`src/rtl/pgseq_pkg.sv`:
```
package pgseq_pkg;

  typedef enum logic [1:0] {
    ST_OFF    = 2'd0,
    ST_SUPPLY = 2'd1,
    ST_STRAP  = 2'd2,
    ST_LOCK   = 2'd3
  } seq_state_e;

  typedef enum logic [2:0] {
    FQ_100 = 3'd0,
    FQ_133 = 3'd1,
    FQ_166 = 3'd2,
    FQ_200 = 3'd3,
    FQ_266 = 3'd4,
    FQ_333 = 3'd5,
    FQ_400 = 3'd6,
    FQ_RSV = 3'd7
  } freq_code_e;

  typedef struct packed {
    logic [2:0] fsel;
    logic       tsel;
    logic       pair_cpu;
  } strap_t;

  // {C,B,A} strap pattern to CPU frequency code
  function automatic freq_code_e decode_fsel(input logic [2:0] cba);
    freq_code_e r;
    unique case (cba)
      3'b101:  r = FQ_100;
      3'b001:  r = FQ_133;
      3'b011:  r = FQ_166;
      3'b010:  r = FQ_200;
      3'b000:  r = FQ_266;
      3'b100:  r = FQ_333;
      3'b110:  r = FQ_400;
      default: r = FQ_RSV;
    endcase
    return r;
  endfunction

endpackage

```
`src/rtl/pgseq_sync.sv`:
```
module pgseq_sync #(
  parameter int   STAGES  = 2,
  parameter logic RST_VAL = 1'b1
) (
  input  logic clk,
  input  logic rst_n,
  input  logic d,
  output logic q
);
  logic [STAGES-1:0] sh_q;

  always_ff @(posedge clk or negedge rst_n) begin
    if (!rst_n) sh_q <= {STAGES{RST_VAL}};
    else        sh_q <= {sh_q[STAGES-2:0], d};
  end

  assign q = sh_q[STAGES-1];
endmodule

```
`src/rtl/pgseq_tick_timer.sv`:
```
module pgseq_tick_timer #(
  parameter int LIMIT = 4
) (
  input  logic clk,
  input  logic rst_n,
  input  logic clear,
  input  logic tick,
  output logic done
);
  localparam int W = $clog2(LIMIT + 1);
  logic [W-1:0] cnt_q;

  assign done = (cnt_q == W'(LIMIT));

  always_ff @(posedge clk or negedge rst_n) begin
    if (!rst_n)            cnt_q <= '0;
    else if (clear)        cnt_q <= '0;
    else if (tick && !done) cnt_q <= cnt_q + W'(1);
  end
endmodule

```
`src/rtl/pgseq_strap_latch.sv`:
```
module pgseq_strap_latch
  import pgseq_pkg::*;
(
  input  logic       clk,
  input  logic       rst_n,
  input  logic       clear,
  input  logic       load,
  input  strap_t     pins,
  output strap_t     held,
  output logic [2:0] code
);
  always_ff @(posedge clk or negedge rst_n) begin
    if (!rst_n) begin
      held <= '0;
      code <= FQ_RSV;
    end else if (clear) begin
      held <= '0;
      code <= FQ_RSV;
    end else if (load) begin
      held <= pins;
      code <= decode_fsel(pins.fsel);
    end
  end
endmodule

```
`src/rtl/pwrgd_strap_seq.sv`:
```
module pwrgd_strap_seq
  import pgseq_pkg::*;
#(
  parameter int SUPPLY_TICKS = 260,
  parameter int LOCK_TICKS   = 1800,
  parameter int SYNC_STAGES  = 2
) (
  input  logic       clk,
  input  logic       rst_n,
  input  logic       tick,
  input  logic       avdd_ok,
  input  logic       pg_pin,
  input  logic [2:0] fsel_pin,
  input  logic       tsel_pin,
  input  logic       pair_sel_pin,
  output logic [2:0] fsel_q,
  output logic [2:0] freq_code,
  output logic       test_hiz,
  output logic       pair_is_cpu,
  output logic       outputs_en,
  output logic       pwr_down
);
  seq_state_e state_q, state_d;
  logic   pg_sync;
  logic   sup_done, lock_done, lock_clear;
  logic   latched, pd_live;
  logic   first_strobe, test_reload, strap_load;
  strap_t pins, held;
  logic [2:0] code_q;

  // pin is high (not yet power-good) out of reset
  pgseq_sync #(.STAGES(SYNC_STAGES), .RST_VAL(1'b1)) u_pg_sync (
    .clk(clk), .rst_n(rst_n), .d(pg_pin), .q(pg_sync)
  );

  // named internal events
  assign latched      = (state_q == ST_LOCK);
  assign pd_live      = latched & pg_sync;
  assign first_strobe = (state_q == ST_STRAP) & ~pg_sync & avdd_ok;
  assign test_reload  = latched & held.tsel & ~pg_sync & avdd_ok;
  assign strap_load   = first_strobe | test_reload;
  assign lock_clear   = ~latched | pd_live;

  pgseq_tick_timer #(.LIMIT(SUPPLY_TICKS)) u_sup_tmr (
    .clk(clk), .rst_n(rst_n), .clear(state_q != ST_SUPPLY),
    .tick(tick), .done(sup_done)
  );

  pgseq_tick_timer #(.LIMIT(LOCK_TICKS)) u_lock_tmr (
    .clk(clk), .rst_n(rst_n), .clear(lock_clear),
    .tick(tick), .done(lock_done)
  );

  always_comb begin
    state_d = state_q;
    if (!avdd_ok) state_d = ST_OFF;
    else begin
      unique case (state_q)
        ST_OFF:    state_d = ST_SUPPLY;
        ST_SUPPLY: if (sup_done) state_d = ST_STRAP;
        ST_STRAP:  if (!pg_sync) state_d = ST_LOCK;
        ST_LOCK:   state_d = ST_LOCK;
        default:   state_d = ST_OFF;
      endcase
    end
  end

  always_ff @(posedge clk or negedge rst_n) begin
    if (!rst_n) state_q <= ST_OFF;
    else        state_q <= state_d;
  end

  assign pins = '{fsel: fsel_pin, tsel: tsel_pin, pair_cpu: pair_sel_pin};

  pgseq_strap_latch u_latch (
    .clk(clk), .rst_n(rst_n), .clear(~avdd_ok), .load(strap_load),
    .pins(pins), .held(held), .code(code_q)
  );

  assign fsel_q      = held.fsel;
  assign freq_code   = code_q;
  assign test_hiz    = held.tsel;
  assign pair_is_cpu = held.pair_cpu;
  assign pwr_down    = pd_live;
  assign outputs_en  = latched & lock_done & ~pd_live;
endmodule

```
`config.mk`:
```
export PLATFORM = sky130hd
export DESIGN_NAME = pwrgd_strap_seq
export DESIGN_NICKNAME = d
export VERILOG_FILES = /design/src/rtl/pgseq_pkg.sv /design/src/rtl/pgseq_sync.sv /design/src/rtl/pgseq_tick_timer.sv /design/src/rtl/pgseq_strap_latch.sv /design/src/rtl/pwrgd_strap_seq.sv
export SDC_FILE = /design/constraint.sdc
export NUM_CORES = 1
export LEC_CHECK = 0
export CAP_MARGIN = 40
export CORE_ASPECT_RATIO = 0.9
export CORE_MARGIN = 8
export CORE_UTILIZATION = 50
export DETAILED_ROUTE_END_ITERATION = 16
export PLACE_DENSITY_LB_ADDON = 0.3
export SLEW_MARGIN = 20
export SYNTH_ARGS = -nofsm -noshare
export SYNTH_HDL_FRONTEND = slang
export SYNTH_HIERARCHICAL = 1
export SYNTH_SLANG_ARGS = --single-unit
```
`constraint.sdc`:
```
create_clock -name clk -period 1.5 [get_ports clk]
set_input_delay 0.3 -clock clk [delete_from_list [all_inputs] [get_ports clk]]
set_output_delay 0.3 -clock clk [all_outputs]
set_load 0.1 [all_outputs]
```
# == Yosys cells after proc, flatten, opt, wreduce, memory -nomap -nowiden ==
# Index checks and enable logic that the tools add are counted.
# word_totals
inputBits,10
out_inout_bits,10
word_cells,60
register_bits,32
# classes
bitwise_logic,13
eq_ne,15
n_reduce_logical,9
addsub,2
mux,13
# op_table
op,count
11-bit 2-to-1 mux,2
3-bit one-hot mux with 7 select lines,1
9-bit 2-to-1 mux,2
"11-bit by 1-bit adder with 11-bit output, second input constant",1
"11-bit equality test, second input constant",1
5-bit 2-to-1 mux,2
"9-bit by 1-bit adder with 9-bit output, second input constant",1
"3-bit equality test, second input constant",3
"9-bit equality test, second input constant",1
1-bit AND,8
2-bit one-hot mux with 4 select lines,1
"3-bit by 2-bit equality test with 1-bit output, second input constant",2
2-bit 2-to-1 mux,3
3-bit 2-to-1 mux,2
"2-bit equality test, second input constant",2
"2-bit by 1-bit != test with 1-bit output, second input constant",2
2-bit nonzero test,2
"3-bit by 1-bit equality test with 1-bit output, second input constant",1
3-bit zero test,1
"3-bit by 2-bit != test with 1-bit output, second input constant",1
"3-bit != test, second input constant",1
1-bit inverter,3
"2-bit by 1-bit equality test with 1-bit output, second input constant",1
1-bit logical AND,2
other kinds (4),6

# == Depth between registers and ports, before layout ==
# Gate-level depths: netlist of run 1.
# depth
depth_word,7
depth_mapped,6
ltp_nobuf,6

# == Cells and area by module ==
# Netlist of run 1, hierarchy kept.
# modules_own_cells
mod,cells_each,area_each_um2,n_inst,seq_area_each_um2
pgseq_tick_timer (u_lock_tmr),76,691.9,1,275.3
pgseq_tick_timer (u_sup_tmr),52,519.2,1,225.2
pgseq_strap_latch,29,366.6,1,203.9
pwrgd_strap_seq,16,132.6,1,50.0
pgseq_sync,2,52.6,1,52.6

# == Worst setup path before layout of run 1 ==
# OpenSTA, ideal clock, no wires.
# synth_path
path_type,flip-flop to output port
from,reg u_lock_tmr.cnt_q[5]
to,out outputs_en
slack_ns,-1.197
arrival_ns,2.397
path_stages_with_launch,5
required_ns,1.200
n_path_buf,0
cell_sequence,dfrtp_1 or4b_4 nor3_1 inv_1 nor2_1
# synth_via
elab_chain_cells,3
# synth_rtl
item,line_no,text
from (decl),pgseq_tick_timer.sv:11,logic [W-1:0] cnt_q;
from (signal assigned),pgseq_tick_timer.sv:18,else if (tick && !done) cnt_q <= cnt_q + W'(1);
11-bit equality test,pgseq_tick_timer.sv:13,assign done = (cnt_q == W'(LIMIT));
named net lock_done,pwrgd_strap_seq.sv:25,"logic sup_done, lock_done, lock_clear;"
1-bit AND (2 in series),pwrgd_strap_seq.sv:85,assign outputs_en = latched & lock_done & ~pd_live;
to (decl),pwrgd_strap_seq.sv:20,"output logic outputs_en,"
# The timed path passes the listed nets, and every way through them passes these cells.

# == Final worst setup path of run 1 ==
# layout_path
from,reg u_lock_tmr.cnt_q[6]
to,out outputs_en
# The elaborated chain is that of the path after synthesis.

==> results of run 1 <==
[cell usage in the layout (no fill, tap or decap), types with 3 or more instances in the layout]
cell              n
a21oi_1          11
buf_12           11
buf_4            31
buf_6             4
clkbuf_8          6
clkdlybuf4s50_1   8
dfrtp_1          24
dfstp_2           5
ha_4              3
inv_1             7
mux2i_1           6
nand2_1           7
nand2b_1          5
nand3_1           5
nand3b_1          3
nand4_1           8
nor2_1           13
nor2b_1           7
nor3_2            3
o21ai_0           9
or3_1             6
xor2_1            3
[how the worst max path moves through the flow]
stage               cells past startpoint  slack [ns]                             from                          endpoint
finish                                  5       -0.51  u_lock_tmr/cnt_q[6]$_DFFE_PN0P_                        outputs_en
global route                            7       -0.56  u_lock_tmr/cnt_q[0]$_DFFE_PN0P_                        outputs_en
CTS                                     5       -0.51  u_lock_tmr/cnt_q[5]$_DFFE_PN0P_                        outputs_en
detailed placement                      4       -0.35                             tick   u_lock_tmr/cnt_q[8]$_DFFE_PN0P_
global placement                        4       -0.28                             tick  u_lock_tmr/cnt_q[10]$_DFFE_PN0P_
floorplan                               4       -0.41  u_lock_tmr/cnt_q[5]$_DFFE_PN0P_                        outputs_en
[registers in the layout, summed over array words and instances, names as in the netlist]
signal and flops:
u_latch/code 3, u_latch/held 5, u_sup_tmr/cnt_q 9, state_q 2, u_pg_sync/sh_q 2, u_lock_tmr/cnt_q 11
[final cells by class]
type | count | share of cell area, %
tap | 44 | 2.11
clock buffer | 8 | 3.45
inverter | 9 | 1.29
multi-input combinational | 128 | 39.5
sequential | 32 | 31.1
timing repair buffer | 55 | 22.5
[routing by layer]
layer / up-vias / wire [um] / part of all wire [%] / global-route usage, %
li1: 744 / - / - / -
met1: 825 / 1920 / 38 / 19.9
met2: 58 / 2740 / 54 / 29.2
met3: 16 / 291 / 5.7 / 4.32
met4: 0 / 117 / 2.3 / 7.80
met5: - / 0 / 0 / 0
[critical path: cells and delay by family (launching register included)]
kind,cells,cell delay [ns]
simple gates,3,0.76
flops,1,0.40
buf+inv,2,0.27
[per-stage QoR]
step | area [um^2] | utilization [%]
3_3_place_gp | 2310 | 68.4
3_5_place_dp | 2310 | 68.4
6_report | 2610 | 77.3
5_1_grt | 2610 | 77.3
2_1_floorplan | 1790 | -
4_1_cts | 2500 | 74.1
[where the power goes]
part           leakage [nW]  internal [W]  switching [W]
registers             0.421      0.000875      0.0000110
logic                 0.603     0.0000899      0.0000738
clock network        0.0455      0.000374       0.000315
[logic make-up (layout without fill, tap and decap cells)]
family,count (synthesis),after routing
AOI/OAI and AO/OA,32,32
xor gates and xnor gates,4,4
adders and majority gates,4,4
buffers and inverters,15,72
DFF,32,32
muxes,9,9
and+or+nand+nor,79,79
[what timing repair did]
action | in CTS | in global routing
resized for setup | 13 | 18
setup buffers | 6 | 4
endpoints found under the setup margin | 10 | 17
pin swaps | 4 | 8
hold buffers | 0 | 0
==> run_results.csv, run 1 <==
group,metric,value,unit
finish,antenna_cells,0,
yosys,synth_edf_count,0,
detailed_routing,post_drt_wl_per_cell,18.4,um
global_route,antenna_found_initial,0,
global_route,grt_pass1_vias,1653,
floorplan,rows,20,
yosys,synth.avg_cell_area,10.1,um^2
setup_path,critPathRequiredTime,1.20,ns
global_route,grt_overflow_total,0,
setup_path,critical_path.max_stage_delay,0.54,ns
sta,maxSlewHeadroom,69.7,%
detailed_routing,ant_nets,0,
clock_network,cts.sinks,32,
power,p_leak,1.07,nW
placed_design,dp_slack,-0.350,ns
yosys,synth_top_cells_by_area,"dfrtp_1, dfstp_2, a21oi_1",
yosys,syn-cell-area,1760,um^2
yosys,synth.top_cell.area_share,38.3,%
power,fin_total_pwr,0.00174,W
clock_network,clock_path_buffers,2,
yosys,syn_nets,189,
floorplan,ioPinCount,20,
yosys,synth-simple-area-share,28.1,%
clock_network,clock_latency,0.29,ns
yosys,synth_most_common_cell,"dfrtp_1",
clock_network,clockRootBuffer,"clkbuf_8",
clock_network,cts.clk_slew.worst_paths,0.06,ns
min_path,hold_path_startpoint,"u_pg_sync/sh_q[0]$_DFF_PN1_",
finish,syn2layout_area_growth,48.1,%
placed_design,place_inst,258,
setup_path,r2r_slack,-0.09,ns
floorplan,core-area,3380,um^2
yosys,synth_top_family_by_area,"simple AND/OR/NAND/NOR gates",
setup_path,crit_path_end_kind,"output pin",
yosys,synth.area.mux_share,5.54,%
detailed_routing,vias,1643,
placed_design,numPortBuffers,19,
sta,rsz0062_at_grt,"yes",
finish,final-seq-area,813,um^2
yosys,yosys.area_share.adder,2.84,%
yosys,synthTopCellsByCount,"dfrtp_1, nor2_1, a21oi_1",
setup_path,cpMaxStageDelayCell,"or4b_4",
finish,drive_gt1_share,39.2,%
outcome,status,"finished, violations left",
global_route,grt_pass1_wl,7850,um
global_route,grt_max_degree,33,
min_path,min_path_cells,0,
sta,slew_violations,0,
floorplan,die_x,78.6,um
yosys,ys_warn_count,6,
min_path,holdCritPathClass,"reg2reg",
setup_path,rr_worst_depth,7,
run,maxCapViolations,0,
yosys,ys_seq_area_share,45.8,%
floorplan,die_y,72.3,um
setup_path,worst-path-max-fanout,2,
yosys,synth_seq_cells,32,
detailed_routing,viasPerCell,5.95,
placed_design,gp_congestion,0.862,
setup_path,path_cells,"or4b_4 > nor3_2 > inv_1 > nor2_4 > buf_12",
sta,post-route-min-period,2.01,ns
finish,nNetsFinal,245,
sta,fmax,497,MHz
detailed_routing,drt_iter0_markers,108,
power,powerDensity,666,nW/um^2
global_route,grtUsageTotal,17.2,%
setup_path,r2r_start,"u_lock_tmr/cnt_q[0]$_DFFE_PN0P_",
sta,worst_pin_slew,0.455,ns
sta,clock_skew,0.00192,ns
yosys,synth-xor-area-share,2.84,%
detailed_routing,drcViolationCount,0,
clock_network,cts_tree,"built",
sta,setup_ws,-0.514,ns
floorplan,start_util,52.2,%
clock_network,cts.htree.levels,2,
yosys,synth_cells,175,
min_path,whs_endpoint,"u_pg_sync/sh_q[1]$_DFF_PN1_",
finish,multi_input_area,1030,um^2
sta,finalCritPeriodShare,134,%
outcome,failed_checks,"setup timing",
setup_path,crit_type,"reg2out",
power,ir_worst_vdd,0.000656,V
placed_design,dp_hpwl,3170,um
sta,hold_ws,0.365,ns
yosys,ys_types,48,
sta,fin_tns_setup,-0.714,ns
detailed_routing,drtPass1Iterations,4,
finish,final_cells,276,
sta,hold_violations,0,
clock_network,cts_inserted_buffers,5,
yosys,synthFlopType,"dfrtp_1",
yosys,synthArstFlopShare,100,%
setup_path,arrival,1.71,ns
detailed_routing,wl,5070,um
floorplan,die_area,5680,um^2
finish,fillers,215,
yosys,synth_compound_area_share,11.4,%
sta,setup_violations,5,
setup_path,reg2reg_to,"u_lock_tmr/cnt_q[10]$_DFFE_PN0P_",
yosys,synth_largest_area_cell,"dfrtp_1",
setup_path,critPathLaunchType,"register",
Note: power is estimated with default switching activity, not from simulation.
==> run 2, diff against run 1 <==
Settings changed: CORE_UTILIZATION 50 to 59, CTS_CLUSTER_DIAMETER set to 200.
Clock period 1.5 ns to 2.35 ns, I/O delays scaled along.
==> run 2 against run 1 <==
Compared with the run above:
- the flow now finishes without violations
- critical path depth did not move
- utilization fell by 4.5 points
- register-to-register slack improved by 0.64 ns
- non-clock buffer count fell by 25
- worst hold slack got worse by 0.0069 ns
- cell area fell by 18%
- count of clock-buffer cells in the layout did not move
- final cell count fell by 9.8%
- clock power fell by 47%
- largest power group unchanged
- highest routed layer unchanged
==> run_results.csv, run 2 (synthesized netlist as in run 1, its figures left out) <==
group,metric,value,unit
placed_design,gp_congestion,0.882,
sta,fmax,437,MHz
run,maxCapViolations,0,
clock_network,cts.sinks,32,
setup_path,critPathRequiredTime,1.88,ns
floorplan,core-area,2950,um^2
sta,maxSlewHeadroom,62.4,%
floorplan,die_y,67.9,um
global_route,grt_pass1_vias,1465,
clock_network,clockRootBuffer,"clkbuf_4",
setup_path,arrival,1.82,ns
finish,final_common_cell,"dfrtp_1",
clock_network,cts.htree.levels,2,
setup_path,critical_path.max_stage_delay,0.57,ns
finish,nNetsFinal,220,
global_route,grt_pass1_wl,6590,um
global_route,antenna_found_initial,0,
clock_network,clock_path_buffers,2,
detailed_routing,wl,4000,um
finish,syn2layout_area_growth,21.7,%
finish,final-seq-area,812,um^2
setup_path,path_cells,"or4b_4 > nor3_2 > inv_1 > nor2_4 > buf_12",
floorplan,rows,19,
floorplan,die_area,5000,um^2
finish,antenna_cells,0,
finish,multi_input_area,906,um^2
sta,post-route-min-period,2.29,ns
floorplan,ioPinCount,20,
placed_design,dp_hpwl,2770,um
placed_design,dp_slack,0.288,ns
finish,layout_common_cells,"dfrtp_1, buf_4, a21oi_1, nor2_1",
setup_path,crit_type,"reg2out",
clock_network,clock_latency,0.34,ns
clock_network,cts_hold_buf,0,
power,powerDensity,464,nW/um^2
sta,worst_pin_slew,0.557,ns
detailed_routing,post_drt_wl_per_cell,16.1,um
finish,regMostFlops,"u_lock_tmr/cnt_q",
sta,clock_skew,0.00598,ns
finish,drive_gt1_share,26.1,%
sta,slew_violations,0,
global_route,grt_overflow_total,0,
detailed_routing,drcViolationCount,0,
setup_path,critPathLaunchType,"register",
floorplan,start_util,59.8,%
setup_path,cpMaxStageDelayCell,"or4b_4",
sta,setup_violations,0,
sta,fin_tns_setup,0,ns
detailed_routing,drt_iter0_markers,138,
placed_design,numPortBuffers,19,
global_route,grtUsageTotal,17.1,%
clock_network,cts_tree,"built",
finish,fin_util,72.8,%
clock_network,cts.clk_slew.worst_paths,0.10,ns
power,p_leak,0.864,nW
global_route,grt_max_degree,33,
sta,hold_violations,0,
floorplan,die_x,73.6,um
sta,finalCritPeriodShare,97.3,%
finish,fillers,240,
finish,largest_register_ffs,11,
detailed_routing,vias,1458,
setup_path,crit_family,"simple AND/OR/NAND/NOR gates",
setup_path,worst-path-max-fanout,4,
power,ir_worst_vdd,0.000333,V
setup_path,crit_path_end_kind,"output pin",
min_path,holdCritPathClass,"reg2reg",
detailed_routing,ant_nets,0,
detailed_routing,drtPass1Iterations,4,
finish,reg_top3,"u_lock_tmr/cnt_q x11, u_sup_tmr/cnt_q x9, u_latch/held x5",
outcome,status,"finished, final reports clean",
sta,rsz0062_at_grt,"no",
detailed_routing,viasPerCell,5.86,
clock_network,cts_inserted_buffers,5,
sta,setup_ws,0.0633,ns
setup_path,path_buf_inv,2,
-- run 2: worst paths after layout --
check / startpoint / end / slack [ns] / depth (start not counted)
min in group asynchronous: rst_n / u_latch/held[2]$_DFFE_PN0P_ / 0.53 / 2
min: u_pg_sync/sh_q[0]$_DFF_PN1_ / u_pg_sync/sh_q[1]$_DFF_PN1_ / 0.36 / 0
max in group asynchronous: rst_n / u_latch/code[1]$_DFFE_PN1P_ / 1.49 / 2
min reg2reg: u_pg_sync/sh_q[0]$_DFF_PN1_ / u_pg_sync/sh_q[1]$_DFF_PN1_ / 0.36 / 0
max reg2reg: u_pg_sync/sh_q[1]$_DFF_PN1_ / u_lock_tmr/cnt_q[2]$_DFFE_PN0P_ / 0.55 / 5
max: u_lock_tmr/cnt_q[5]$_DFFE_PN0P_ / outputs_en / 0.06 / 5
-- run 2: final cells by class --
cell class / count / share of cell area (%)
sequential: 32 / 37.8
clock buffer: 8 / 3.21
timing repair buffer: 30 / 12.7
multi-input combinational: 128 / 42.2
inverter: 9 / 1.57
tap: 42 / 2.45
-- run 2: per-layer routing --
layer  part of all wire, %  up-vias  GRT usage (%)
met4                   1.9        0           11.4
met2                    51       32           29.0
met3                   4.8        9           4.39
li1                      -      693              -
met1                    42      724           18.8
met5                     0        -              0
-- run 2: repair_timing --
| action | CTS | global route |
|---|---|---|
| buffers inserted | 2 | 5 |
| gates resized for setup | 0 | 5 |
| endpoints found under the setup margin | 1 | 1 |
| pin swaps | 0 | 0 |
-- run 2: power by group --
part	switching [W]	internal [W]	total, W
sequential	0.00000606	0.000558	0.000564
clock	0.000189	0.000176	0.000365
combinational	0.0000337	0.0000325	0.0000661
total	0.000229	0.000766	0.000995
-- run 2: stage by stage --
stage | instances | hold slack [ns] | cell area (um^2) | power (W)
finish | 249 | 0.358 | 2150 | 0.000995
global route | 249 | 0.355 | 2150 | 0.00104
CTS | 244 | 0.362 | 2100 | 0.00100
detailed placement | 234 | 0.349 | 2010 | 0.000641
global placement | 234 | 0.348 | 2010 | 0.000638
floorplan | 175 | 0.174 | 1770 | 0.000604
-- run 2: worst reg2reg max path: stages (launching register included) --
cell and delay, ns:
dfstp_2 0.40, nand3b_1 0.40, buf_4 0.32, nor4bb_1 0.36
o21ai_0 0.17, nand3_1 0.10
